**config.mk**
```make
export PLATFORM = sky130hd
export DESIGN_NAME = i2c_slave_evt_status
export DESIGN_NICKNAME = d
export VERILOG_FILES = /design/src/rtl/i2cs_evt_pkg.sv /design/src/rtl/i2cs_flag_cell.sv /design/src/rtl/i2cs_addr_track.sv /design/src/rtl/i2cs_stretch_ctl.sv /design/src/rtl/i2c_slave_evt_status.sv
export SDC_FILE = /design/constraint.sdc
export NUM_CORES = 1
export LEC_CHECK = 0
export BUFFER_PORTS_ARGS = -buffer_cell sky130_fd_sc_hd__buf_4
export CORE_MARGIN = 1
export CORE_UTILIZATION = 40
export DETAILED_ROUTE_END_ITERATION = 16
export GPL_ROUTABILITY_DRIVEN = 0
export PLACE_DENSITY = 0.74
export SLEW_MARGIN = 15
export SYNTH_ARGS = -nofsm -noshare
export SYNTH_HDL_FRONTEND = slang
export SYNTH_SLANG_ARGS = --single-unit
```
**constraint.sdc**
```tcl
create_clock -name clk -period 1.15 [get_ports clk]
set_input_delay 0.2875 -clock clk [delete_from_list [all_inputs] [get_ports clk]]
set_output_delay 0.2875 -clock clk [all_outputs]
set_load 0.005 [all_outputs]
```
**src/rtl/i2cs_evt_pkg.sv**
```systemverilog
package i2cs_evt_pkg;
   localparam int CLR_RX   = 0;
   localparam int CLR_BTF  = 1;
   localparam int CLR_NAK  = 2;
   localparam int CLR_REP  = 3;
   localparam int CLR_CMP  = 4;
   localparam int CLR_AM0  = 5;
   localparam int MAX_ADDR = 8;

   typedef enum logic {
      LINK_IDLE   = 1'b0,
      LINK_ACTIVE = 1'b1
   } link_state_t;
endpackage

```
**src/rtl/i2cs_flag_cell.sv**
```systemverilog
module i2cs_flag_cell (
   input  logic clk,
   input  logic rst_n,
   input  logic set_i,
   input  logic clr_i,
   output logic q_o
);
   always_ff @(posedge clk or negedge rst_n) begin
      if (!rst_n)     q_o <= 1'b0;
      else if (set_i) q_o <= 1'b1;
      else if (clr_i) q_o <= 1'b0;
   end
endmodule

```
**src/rtl/i2cs_addr_track.sv**
```systemverilog
module i2cs_addr_track
   import i2cs_evt_pkg::*;
#(
   parameter int NUM_ADDR = 2
) (
   input  logic                clk,
   input  logic                rst_n,
   input  logic                addr_evt_i,
   input  logic [NUM_ADDR-1:0] hit_vec_i,
   input  logic [NUM_ADDR-1:0] match_en_i,
   input  logic                addr_read_i,
   input  logic                rep_evt_i,
   input  logic                stop_evt_i,
   output logic [NUM_ADDR-1:0] am_set_o,
   output logic                hit_any_o,
   output logic                dir_o,
   output logic                active_o,
   output logic                rep_set_o,
   output logic                cmp_set_o
);
   link_state_t state_q;
   logic        pend_vld_q;
   logic        pend_dir_q;

   assign am_set_o  = addr_evt_i ? (hit_vec_i & match_en_i) : '0;
   assign hit_any_o = |am_set_o;
   assign active_o  = (state_q == LINK_ACTIVE);
   assign rep_set_o = rep_evt_i  && active_o;
   assign cmp_set_o = stop_evt_i && active_o;

   always_ff @(posedge clk or negedge rst_n) begin
      if (!rst_n) begin
         state_q <= LINK_IDLE;
      end else if (hit_any_o) begin
         state_q <= LINK_ACTIVE;
      end else if (stop_evt_i) begin
         state_q <= LINK_IDLE;
      end
   end

   // direction lags the hit flag by one cycle
   always_ff @(posedge clk or negedge rst_n) begin
      if (!rst_n) begin
         pend_vld_q <= 1'b0;
         pend_dir_q <= 1'b0;
         dir_o      <= 1'b0;
      end else begin
         pend_vld_q <= hit_any_o;
         if (hit_any_o)  pend_dir_q <= addr_read_i;
         if (pend_vld_q) dir_o      <= pend_dir_q;
      end
   end
endmodule

```
**src/rtl/i2cs_stretch_ctl.sv**
```systemverilog
module i2cs_stretch_ctl #(
   parameter int NUM_ADDR = 2
) (
   input  logic                clk,
   input  logic                rst_n,
   input  logic                hit_any_i,
   input  logic                stretch_en_i,
   input  logic                stretch_on_am_i,
   input  logic                addr_ack_i,
   input  logic                stop_i,
   input  logic [NUM_ADDR-1:0] am_q_i,
   output logic                scl_hold_o
);
   logic armed_q;
   logic hold_q;
   logic am_any;

   assign am_any     = |am_q_i;
   assign scl_hold_o = hold_q && am_any;

   always_ff @(posedge clk or negedge rst_n) begin
      if (!rst_n) begin
         armed_q <= 1'b0;
      end else if (hit_any_i) begin
         armed_q <= stretch_en_i && stretch_on_am_i;
      end else if (addr_ack_i || stop_i) begin
         armed_q <= 1'b0;
      end
   end

   always_ff @(posedge clk or negedge rst_n) begin
      if (!rst_n) begin
         hold_q <= 1'b0;
      end else if (addr_ack_i && armed_q) begin
         hold_q <= 1'b1;
      end else if (!am_any) begin
         hold_q <= 1'b0;
      end
   end
endmodule

```
**src/rtl/i2c_slave_evt_status.sv**
```systemverilog
module i2c_slave_evt_status
   import i2cs_evt_pkg::*;
#(
   parameter int NUM_ADDR    = 2,
   parameter bit REG_ACK_OUT = 1'b1,
   localparam int CLR_W      = CLR_AM0 + NUM_ADDR
) (
   input  logic                clk,
   input  logic                rst_n,
   input  logic                evt_byte_sent,
   input  logic                evt_byte_rcvd,
   input  logic                mst_nak,
   input  logic                evt_addr,
   input  logic [NUM_ADDR-1:0] addr_hit_vec,
   input  logic                addr_read,
   input  logic                evt_addr_ack,
   input  logic                evt_rep_start,
   input  logic                evt_stop,
   input  logic                cfg_ack_val,
   input  logic [NUM_ADDR-1:0] cfg_match_en,
   input  logic                cfg_stretch_en,
   input  logic                cfg_stretch_on_am,
   input  logic                sw_tx_load,
   input  logic [CLR_W-1:0]    sw_clr,
   output logic                st_tx_loaded,
   output logic                st_rx_full,
   output logic                st_byte_done,
   output logic                st_nak,
   output logic                st_dir_read,
   output logic [NUM_ADDR-1:0] st_addr_hit,
   output logic                st_rep_start,
   output logic                st_xfer_cmp,
   output logic                scl_hold,
   output logic                ack_out
);
   generate
      if (NUM_ADDR < 1 || NUM_ADDR > MAX_ADDR) begin : g_bad_num_addr
         $error("NUM_ADDR out of range");
      end
   endgenerate

   logic [NUM_ADDR-1:0] am_set;
   logic                hit_any;
   logic                link_active;
   logic                rep_set;
   logic                cmp_set;

   i2cs_addr_track #(.NUM_ADDR(NUM_ADDR)) i_track (
      .clk         (clk),
      .rst_n       (rst_n),
      .addr_evt_i  (evt_addr),
      .hit_vec_i   (addr_hit_vec),
      .match_en_i  (cfg_match_en),
      .addr_read_i (addr_read),
      .rep_evt_i   (evt_rep_start),
      .stop_evt_i  (evt_stop),
      .am_set_o    (am_set),
      .hit_any_o   (hit_any),
      .dir_o       (st_dir_read),
      .active_o    (link_active),
      .rep_set_o   (rep_set),
      .cmp_set_o   (cmp_set)
   );

   i2cs_flag_cell i_rx  (.clk(clk), .rst_n(rst_n), .set_i(evt_byte_rcvd),
                         .clr_i(sw_clr[CLR_RX]),  .q_o(st_rx_full));
   i2cs_flag_cell i_btf (.clk(clk), .rst_n(rst_n), .set_i(evt_byte_rcvd || evt_byte_sent),
                         .clr_i(sw_clr[CLR_BTF]), .q_o(st_byte_done));
   i2cs_flag_cell i_rep (.clk(clk), .rst_n(rst_n), .set_i(rep_set),
                         .clr_i(sw_clr[CLR_REP]), .q_o(st_rep_start));
   i2cs_flag_cell i_cmp (.clk(clk), .rst_n(rst_n), .set_i(cmp_set),
                         .clr_i(sw_clr[CLR_CMP]), .q_o(st_xfer_cmp));

   generate
      for (genvar gi = 0; gi < NUM_ADDR; gi++) begin : g_am
         i2cs_flag_cell i_am (
            .clk   (clk),
            .rst_n (rst_n),
            .set_i (am_set[gi]),
            .clr_i (sw_clr[CLR_AM0+gi]),
            .q_o   (st_addr_hit[gi])
         );
      end
   endgenerate

   // byte sent empties the holding register even against a host load
   always_ff @(posedge clk or negedge rst_n) begin
      if (!rst_n)             st_tx_loaded <= 1'b0;
      else if (evt_byte_sent) st_tx_loaded <= 1'b0;
      else if (sw_tx_load)    st_tx_loaded <= 1'b1;
   end

   always_ff @(posedge clk or negedge rst_n) begin
      if (!rst_n)                st_nak <= 1'b0;
      else if (evt_byte_sent)    st_nak <= mst_nak;
      else if (sw_clr[CLR_NAK])  st_nak <= 1'b0;
   end

   generate
      if (REG_ACK_OUT) begin : g_ack_reg
         always_ff @(posedge clk or negedge rst_n) begin
            if (!rst_n)             ack_out <= 1'b0;
            else if (evt_byte_rcvd) ack_out <= cfg_ack_val;
         end
      end else begin : g_ack_comb
         assign ack_out = rst_n && cfg_ack_val;
      end
   endgenerate

   i2cs_stretch_ctl #(.NUM_ADDR(NUM_ADDR)) i_stretch (
      .clk             (clk),
      .rst_n           (rst_n),
      .hit_any_i       (hit_any),
      .stretch_en_i    (cfg_stretch_en),
      .stretch_on_am_i (cfg_stretch_on_am),
      .addr_ack_i      (evt_addr_ack),
      .stop_i          (evt_stop),
      .am_q_i          (st_addr_hit),
      .scl_hold_o      (scl_hold)
   );
endmodule

```
==> flow_metrics.tcl, run 1 <==
set metrics [dict create \
    grt_pass1_vias 463 \
    crit_type "flip-flop to output pin" \
    async_flop_share 1.00 \
    end_kind "output pin" \
    area_delta_synth_final_pct 53.9 \
    maxSlewViolCount 0 \
    min_period_ns 1.29 \
    via_count 516 \
    rows 13 \
    cts_resized 0 \
    diodes 0 \
    max_cap_violations 0 \
    synth_nets 76 \
    ys_seq_elements 15 \
    htree_levels 1 \
    wire_per_inst_um 12.1 \
    drtPass1Iterations 4 \
    violations "negative setup slack" \
    synth_cell_types 16 \
    fin_area_sq_um 928 \
    hpwl_um 1010 \
    crit_path_max_incr_delay_ns 0.40 \
    critical_path_depth 2 \
    cts_root_buf "clkbuf_4" \
    placement.setup.worst_slack_ns 0.00277 \
    synth_flop_cell "dfrtp_1" \
    die_w_um 40.8 \
    critPathLaunchType "flip-flop" \
    antenna_found_initial 0 \
    hold_path_depth 2 \
    tightest_slew_ns 0.178 \
    synth_cells 51 \
    numCtsBuffers 3 \
    path_max_fanout 2 \
    placed_area_sq_um 877 \
    worstHoldStart "evt_byte_sent" \
    yosysMostFrequentCell "dfrtp_1" \
    dieHeight_um 40.8 \
    syn_avg_cell_area_sq_um 11.8 \
    drt_wl_total_um 1300 \
    setup_tns_ns -0.287 \
    max_freq_mhz 774 \
    run_status "finished, violations left" \
    fin_util 0.688 \
    synth.yosys.seq_area_share 0.622 \
    drt_iter0_markers 7 \
    cp.arrival_ns 1.00 \
    rr_startpoint "i_stretch.armed_q" \
    nNetsFinal 118 \
    finalSetupViolCount 3 \
    yosysWarningCount 0 \
    required_ns 0.86 \
    grt_pass1_wl_um 1840 \
    setup_ws_ns -0.142 \
    ctsLongestPathBuffers 2 \
    synth_edf_count 0 \
    path_cells "o21a_1, buf_4" \
    io_buffers 35 \
    drc 0 \
    reg2reg_to "i_stretch.armed_q" \
    max-vdd-ir-drop_mv 0.635 \
    hp-class "input port to flip-flop" \
    gr-usage-all-layers 0.177 \
    power.leakage_nw 0.514 \
    overflow 0 \
    rrSetupSlack_ns 0.26 \
    cts_sinks 15 \
    critical_path.top_delay_family "flip-flops" \
    p_per_area_nw_per_um2 1210 \
    worstRegToRegCells 2 \
    via_per_inst 4.82 \
    hold_viol 0 \
    fin_crit_sh 1.12 \
    place_inst 100 \
    crit_buf_inv 1 \
    fin_skew_ns 0.00305 \
    layoutNonFillerInstCount 107 \
    io_pins 36 \
    slowest_stage "dfrtp_1" \
    path_clk_slew_ns 0.08 \
    grt_max_degree 16 \
    synth_top_area_frac 0.622 \
    ant_nets 0 \
    initial_core_util 0.447 \
    drive_gt1_frac 0.500 \
    ys_top_cells_by_area "dfrtp_1 (62%), o21ai_0 (5.0%), inv_1 (5.0%)" \
    synth_common_cells "dfrtp_1 (15), inv_1 (8), o21ai_0 (6)" \
    rsz0062_at_grt "yes" \
    synth_area_sq_um 603 \
    cts_tree "built" \
    holdPathEnd "st_tx_loaded" \
    clk_latency_ns 0.27 \
    fp.coreArea_sq_um 1350 \
    slew_headroom 0.880 \
    synth_top_cell_by_area "dfrtp_1" \
    die-area_sq_um 1670 \
]
[per-stage QoR]
step                      total power [mW]  hold WS [ns]
after floorplan                      0.690      -0.00809
after CTS                             1.14         0.178
after global placement               0.831         0.148
final                                 1.12         0.183
after detailed placement             0.841         0.150
after global routing                  1.19         0.177
[logic make-up after synthesis]
| kind of cell | Yosys count | synth area share |
|---|---|---|
| buffers and inverters | 10 | 0.0747 |
| and+or+nand+nor | 11 | 0.0934 |
| muxes | 4 | 0.0788 |
| AOI/OAI and AO/OA | 11 | 0.131 |
| DFF | 15 | 0.622 |
[worst max-delay path by stage]
| stage | startpoint | endpoint | slack [ns] |
|---|---|---|---|
| final | g_am[1].i_am.q_o | scl_hold | -0.14 |
| after global routing | g_am[1].i_am.q_o | scl_hold | -0.17 |
| after CTS | g_am[0].i_am.q_o | scl_hold | -0.13 |
| after detailed placement | addr_hit_vec[1] | i_track.pend_dir_q | 0.003 |
| after global placement | addr_hit_vec[1] | i_track.pend_dir_q | 0.02 |
| after floorplan | addr_hit_vec[1] | i_track.pend_dir_q | 0.13 |
[area by class of cell]
type,count,area (sq um)
multi-input cells,26,183
repair buffers,39,295
well taps,15,18.8
clock buffers,4,26.3
flip-flops and latches,15,375
fillers,109,422
inverters,8,30.0
[state kept, by name (all words and copies together) (netlist names)]
| name | count |
|---|---|
| i_track.pend_vld_q | 1 |
| i_track.pend_dir_q | 1 |
| i_btf.q_o | 1 |
| st_nak | 1 |
| i_cmp.q_o | 1 |
| i_stretch.armed_q | 1 |
| g_am.i_am.q_o | 2 |
| i_rep.q_o | 1 |
| i_stretch.hold_q | 1 |
| st_tx_loaded | 1 |
| i_track.active_o | 1 |
| ack_out | 1 |
| i_track.dir_o | 1 |
| i_rx.q_o | 1 |
[report_power, final]
part | internal (mW) | switching (mW)
combinational | 0.152 | 0.0787
clock | 0.134 | 0.151
sequential | 0.579 | 0.0279
total | 0.865 | 0.257
[cell usage in the layout, fill, tap and decap left out]
| master | Yosys | layout |
|---|---|---|
| a22o_1 | 1 | 1 |
| or3b_1 | 1 | 1 |
| clkbuf_1 | 0 | 1 |
| buf_4 | 2 | 38 |
| dfrtp_1 | 15 | 15 |
| dlygate4sd3_1 | 0 | 1 |
| mux2_4 | 1 | 1 |
| nand3_1 | 2 | 2 |
| o21a_1 | 1 | 1 |
| nand2_1 | 3 | 3 |
| mux2_2 | 2 | 2 |
| nand2_4 | 1 | 1 |
| o21ai_0 | 6 | 6 |
| inv_1 | 8 | 8 |
| nor2_1 | 4 | 4 |
| a21o_1 | 2 | 2 |
| mux2i_1 | 1 | 1 |
| clkbuf_4 | 0 | 3 |
| a22o_4 | 1 | 1 |
[metal layers]
| layer | share of wire | global-route usage | wire length, um | vias to the layer above |
|---|---|---|---|---|
| met5 | 0 | 0 | 0 | - |
| met2 | 0.51 | 0.332 | 663 | 33 |
| met3 | 0.088 | 0.0326 | 114 | 0 |
| met4 | 0 | 0.0500 | 0 | 0 |
| met1 | 0.40 | 0.199 | 522 | 236 |
| li1 | - | - | - | 247 |
[worst reg2reg max path, stage by stage (launching register included)]
cell and delay (ns):
dfrtp_1 0.35, or3b_1 0.35, mux2i_1 0.13
[what timing repair did]
item | CTS | global route
hold endpoints to repair | 15 | 0
setup endpoints to repair | 1 | 3
pin swaps | 1 | 1
buffers inserted | 2 | 0
hold buffers | 1 | 0
No activity file was read; power rests on OpenSTA's default activity.
==> inputs of run 2 (changes only) <==
==> constraint.sdc (replaced) <==
create_clock -name clk -period 1.3 [get_ports clk]
set_input_delay 0.325 -clock clk [delete_from_list [all_inputs] [get_ports clk]]
set_output_delay 0.325 -clock clk [all_outputs]
set_load 0.01 [all_outputs]
==> flow_metrics.tcl, run 2 (synthesis results as in run 1) <==
set metrics [dict create \
    htree_levels 1 \
    path_clk_slew_ns 0.08 \
    clkPwrFrac 0.252 \
    clk_latency_ns 0.27 \
    grt_pass1_vias 464 \
    fin_crit_sh 1.01 \
    min_period_ns 1.32 \
    hold_slack_ns 0.213 \
    setup_ws_ns -0.0189 \
    placed_area_sq_um 870 \
    p_switching_mw 0.243 \
    tightest_slew_ns 0.185 \
    drc 0 \
    final_cell_mix "buf_4 (36), dfrtp_1 (15), inv_1 (8)" \
    fillers 110 \
    die_w_um 40.8 \
    maxSlewViolCount 0 \
    antenna_found_initial 0 \
    register_area_sq_um 375 \
    io_pins 36 \
    critPathLaunchType "flip-flop" \
    nNetsFinal 117 \
    io_buffers 35 \
    finalSetupViolCount 1 \
    path_max_fanout 2 \
    diodes 0 \
    ant_nets 0 \
    numCtsBuffers 3 \
    area_delta_synth_final_pct 53.5 \
    run_status "finished, violations left" \
    multi_input_area_sq_um 183 \
    pwr-share-comb 0.213 \
    via_per_inst 4.71 \
    violations "negative setup slack" \
    fp.coreArea_sq_um 1350 \
    p_per_area_nw_per_um2 1080 \
    hp-class "input port to flip-flop" \
    largest_register_ffs 2 \
    hpwl_um 900 \
    cts_tree "built" \
    cp.arrival_ns 0.99 \
    max_freq_mhz 758 \
    rows 13 \
    grt_pass1_wl_um 1680 \
    p_seq_frac 0.535 \
    crit_type "flip-flop to output pin" \
    layoutNonFillerInstCount 106 \
    end_kind "output pin" \
    place_inst 99 \
    max-vdd-ir-drop_mv 0.717 \
    via_count 499 \
    drtPass1Iterations 2 \
    top_register "g_am.i_am.q_o" \
    placement.setup.worst_slack_ns 0.0884 \
    fin_area_sq_um 926 \
    cts_sinks 15 \
    gr-usage-all-layers 0.160 \
    final_common_cell "buf_4" \
    initial_core_util 0.447 \
    overflow 0 \
    required_ns 0.98 \
    drt_iter0_markers 4 \
    p_int_mw 0.760 \
    dieHeight_um 40.8 \
    wire_per_inst_um 10.6 \
    rsz0062_at_grt "yes" \
    ctsLongestPathBuffers 2 \
    max_cap_violations 0 \
    die-area_sq_um 1670 \
    total_power_mw 1.00 \
    slew_headroom 0.877 \
    grt_max_degree 16 \
    power.leakage_nw 0.513 \
    p_sw_frac 0.243 \
    drive_gt1_frac 0.505 \
    cts_root_buf "clkbuf_4" \
    hold_viol 0 \
    drt_wl_total_um 1120 \
    fin_skew_ns 0.000307 \
]
[run 2: metal layers]
metal	share of wire	routed length, um	global-route usage	vias up
li1	-	-	-	247
met1	0.39	438	0.177	223
met2	0.50	557	0.277	29
met3	0.11	128	0.0326	0
met4	0	0	0.100	0
met5	0	0	0	-
[run 2: metrics by stage]
stage | setup TNS [ns] | util
after detailed placement | 0 | 0.644
after global routing | -0.0811 | 0.686
after CTS | -0.0316 | 0.686
after global placement | 0 | 0.644
after floorplan | 0 | -
final | -0.0189 | 0.686
[run 2: worst max-delay path, stage by stage, from the launching register on]
cell,delay [ns]
dfrtp_1,0.39
o21a_1,0.21
buf_6,0.12
[run 2: repair_timing]
| item | CTS | global route |
|---|---|---|
| resized for setup | 1 | 0 |
| buffers inserted | 2 | 0 |
| gates cloned | 0 | 0 |
| pin swaps | 1 | 0 |
| endpoints found under the setup margin | 1 | 2 |
| hold endpoints to repair | 15 | 0 |
| hold buffers | 1 | 0 |
[run 2: final cells by class]
class,count,area share
clock buffers,3,0.0243
inverters,8,0.0324
well taps,15,0.0203
multi-input cells,26,0.197
flip-flops and latches,15,0.405
clock inverters,1,0.00541
repair buffers,38,0.315
[run 2: power groups by stage]
stage          logic (mW)  registers, mW  clock network, mW
2_1_floorplan      0.0662          0.557                  0
3_3_place_gp        0.200          0.547                  0
3_5_place_dp        0.205          0.548                  0
4_1_cts             0.217          0.537              0.268
5_1_grt             0.236          0.543              0.281
6_report            0.214          0.536              0.253
[run 2: worst paths after layout]
path	slack (ns)	from	end	cells past startpoint
min in group asynchronous	0.44	rst_n	i_track.pend_vld_q	2
max in group asynchronous	0.70	rst_n	i_rep.q_o	2
worst max register to register	0.41	i_stretch.armed_q	i_stretch.armed_q	2
worst min-delay path	0.21	sw_clr[6]	g_am[1].i_am.q_o	2
worst min register to register	0.48	i_rx.q_o	i_rx.q_o	1
worst max-delay path	-0.02	g_am[0].i_am.q_o	scl_hold	2
==> inputs of run 3 (changes only) <==
--- a/config.mk
+++ b/config.mk
@@ -6,11 +6,13 @@
 export NUM_CORES = 1
 export LEC_CHECK = 0
 export BUFFER_PORTS_ARGS = -buffer_cell sky130_fd_sc_hd__buf_4
+export CELL_PAD_IN_SITES_DETAIL_PLACEMENT = 1
+export CELL_PAD_IN_SITES_GLOBAL_PLACEMENT = 2
 export CORE_MARGIN = 1
-export CORE_UTILIZATION = 40
+export CORE_UTILIZATION = 23
 export DETAILED_ROUTE_END_ITERATION = 16
 export GPL_ROUTABILITY_DRIVEN = 0
-export PLACE_DENSITY = 0.74
+export PLACE_DENSITY = 0.73
 export SLEW_MARGIN = 15
 export SYNTH_ARGS = -nofsm -noshare
 export SYNTH_HDL_FRONTEND = slang
==> flow_metrics.tcl, run 3 (synthesis results as in run 1) <==
set metrics [dict create \
    run_status "finished, violations left" \
    violations "negative setup slack" \
    gr-usage-all-layers 0.112 \
    end_kind "output pin" \
    dieHeight_um 53.2 \
    via_per_inst 4.23 \
    critPathLaunchType "flip-flop" \
    nNetsFinal 118 \
    htree_levels 1 \
    placed_area_sq_um 888 \
    ctsLongestPathBuffers 2 \
    drt_wl_total_um 1410 \
    power.leakage_nw 0.516 \
    min_period_ns 1.31 \
    max_freq_mhz 763 \
    clk_latency_ns 0.27 \
    grt_pass1_wl_um 2230 \
    fp.coreArea_sq_um 2480 \
    die-area_sq_um 2830 \
    hpwl_um 1110 \
    path_clk_slew_ns 0.08 \
    drc 0 \
    initial_core_util 0.243 \
    cts_root_buf "clkbuf_4" \
    overflow 0 \
    fin_area_sq_um 951 \
    hp-class "input port to flip-flop" \
    cts_tree "built" \
    drtPass1Iterations 1 \
    final_cell_mix "buf_4 (37), dfrtp_1 (15), inv_1 (8)" \
    grt_max_degree 16 \
    fin_crit_sh 1.01 \
    die_w_um 53.2 \
    io_pins 36 \
    max-vdd-ir-drop_mv 0.431 \
    required_ns 0.98 \
    grt_pass1_vias 501 \
    total_power_mw 1.01 \
    final_common_cell "buf_4" \
    hold_viol 0 \
    tightest_slew_ns 0.201 \
    rows 18 \
    ant_nets 0 \
    area_delta_synth_final_pct 57.7 \
    wire_per_inst_um 11.6 \
    top_register "g_am.i_am.q_o" \
    cts_sinks 15 \
    max_cap_violations 0 \
    path_max_fanout 2 \
    fin_skew_ns 0.00312 \
    hold_slack_ns 0.222 \
    finalSetupViolCount 1 \
    cp.arrival_ns 0.99 \
    fillers 305 \
    drive_gt1_frac 0.500 \
    rsz0062_at_grt "yes" \
    p_per_area_nw_per_um2 1060 \
    numCtsBuffers 3 \
    drt_iter0_markers 0 \
    maxSlewViolCount 0 \
    register_area_sq_um 375 \
    largest_register_ffs 2 \
    via_count 516 \
    setup_ws_ns -0.0114 \
    slew_headroom 0.866 \
    diodes 0 \
    multi_input_area_sq_um 183 \
    crit_type "flip-flop to output pin" \
    antenna_found_initial 0 \
    io_buffers 35 \
]
[run 3: worst paths after layout]
kind,from,endpoint,slack (ns),cells after the start
min in group asynchronous,rst_n,ack_out,0.44,2
worst max register to register,g_am[0].i_am.q_o,i_stretch.hold_q,0.34,3
worst min register to register,i_stretch.armed_q,i_stretch.hold_q,0.48,1
worst min-delay path,sw_clr[6],g_am[1].i_am.q_o,0.22,2
max in group asynchronous,rst_n,g_am[1].i_am.q_o,0.69,2
worst max-delay path,g_am[0].i_am.q_o,scl_hold,-0.01,2
[run 3: repair_timing]
item                                    in CTS  in global routing
resized for setup                            1                  0
hold buffers                                 1                  0
setup buffers                                3                  0
hold endpoints to repair                    15                  0
endpoints found under the setup margin       1                  2
pin swaps                                    1                  0
[run 3: final cells by class]
class / count / share of cell area
flip-flops and latches: 15 / 0.395
repair buffers: 39 / 0.314
multi-input cells: 26 / 0.192
well taps: 30 / 0.0395
inverters: 8 / 0.0316
clock buffers: 4 / 0.0276
[run 3: power breakdown]
group / total [mW] / internal, mW / switching (mW)
Sequential: 0.538 / 0.513 / 0.0251
Clock: 0.254 / 0.119 / 0.135
Combinational: 0.216 / 0.134 / 0.0815
[run 3: per-stage QoR]
stage / std cells / setup slack (ns) / setup TNS (ns) / utilization
2_1_floorplan: 51 / 0.247 / 0 / -
3_3_place_gp: 114 / 0.110 / 0 / 0.359
3_5_place_dp: 114 / 0.100 / 0 / 0.359
4_1_cts: 122 / -0.0427 / -0.0427 / 0.384
5_1_grt: 122 / -0.0761 / -0.0961 / 0.384
6_report: 122 / -0.0114 / -0.0114 / 0.384
[run 3: routing by layer]
layer / track usage / vias to the layer above / wire (um)
met5: 0 / - / 0
met4: 0.0526 / 0 / 8
met3: 0.0259 / 2 / 131
met2: 0.185 / 22 / 691
met1: 0.136 / 246 / 579
li1: - / 246 / -
[run 3: worst max-delay path: stages, from the launching register on]
cell,delay [ns]
dfrtp_1,0.38
o21a_1,0.21
buf_6,0.12
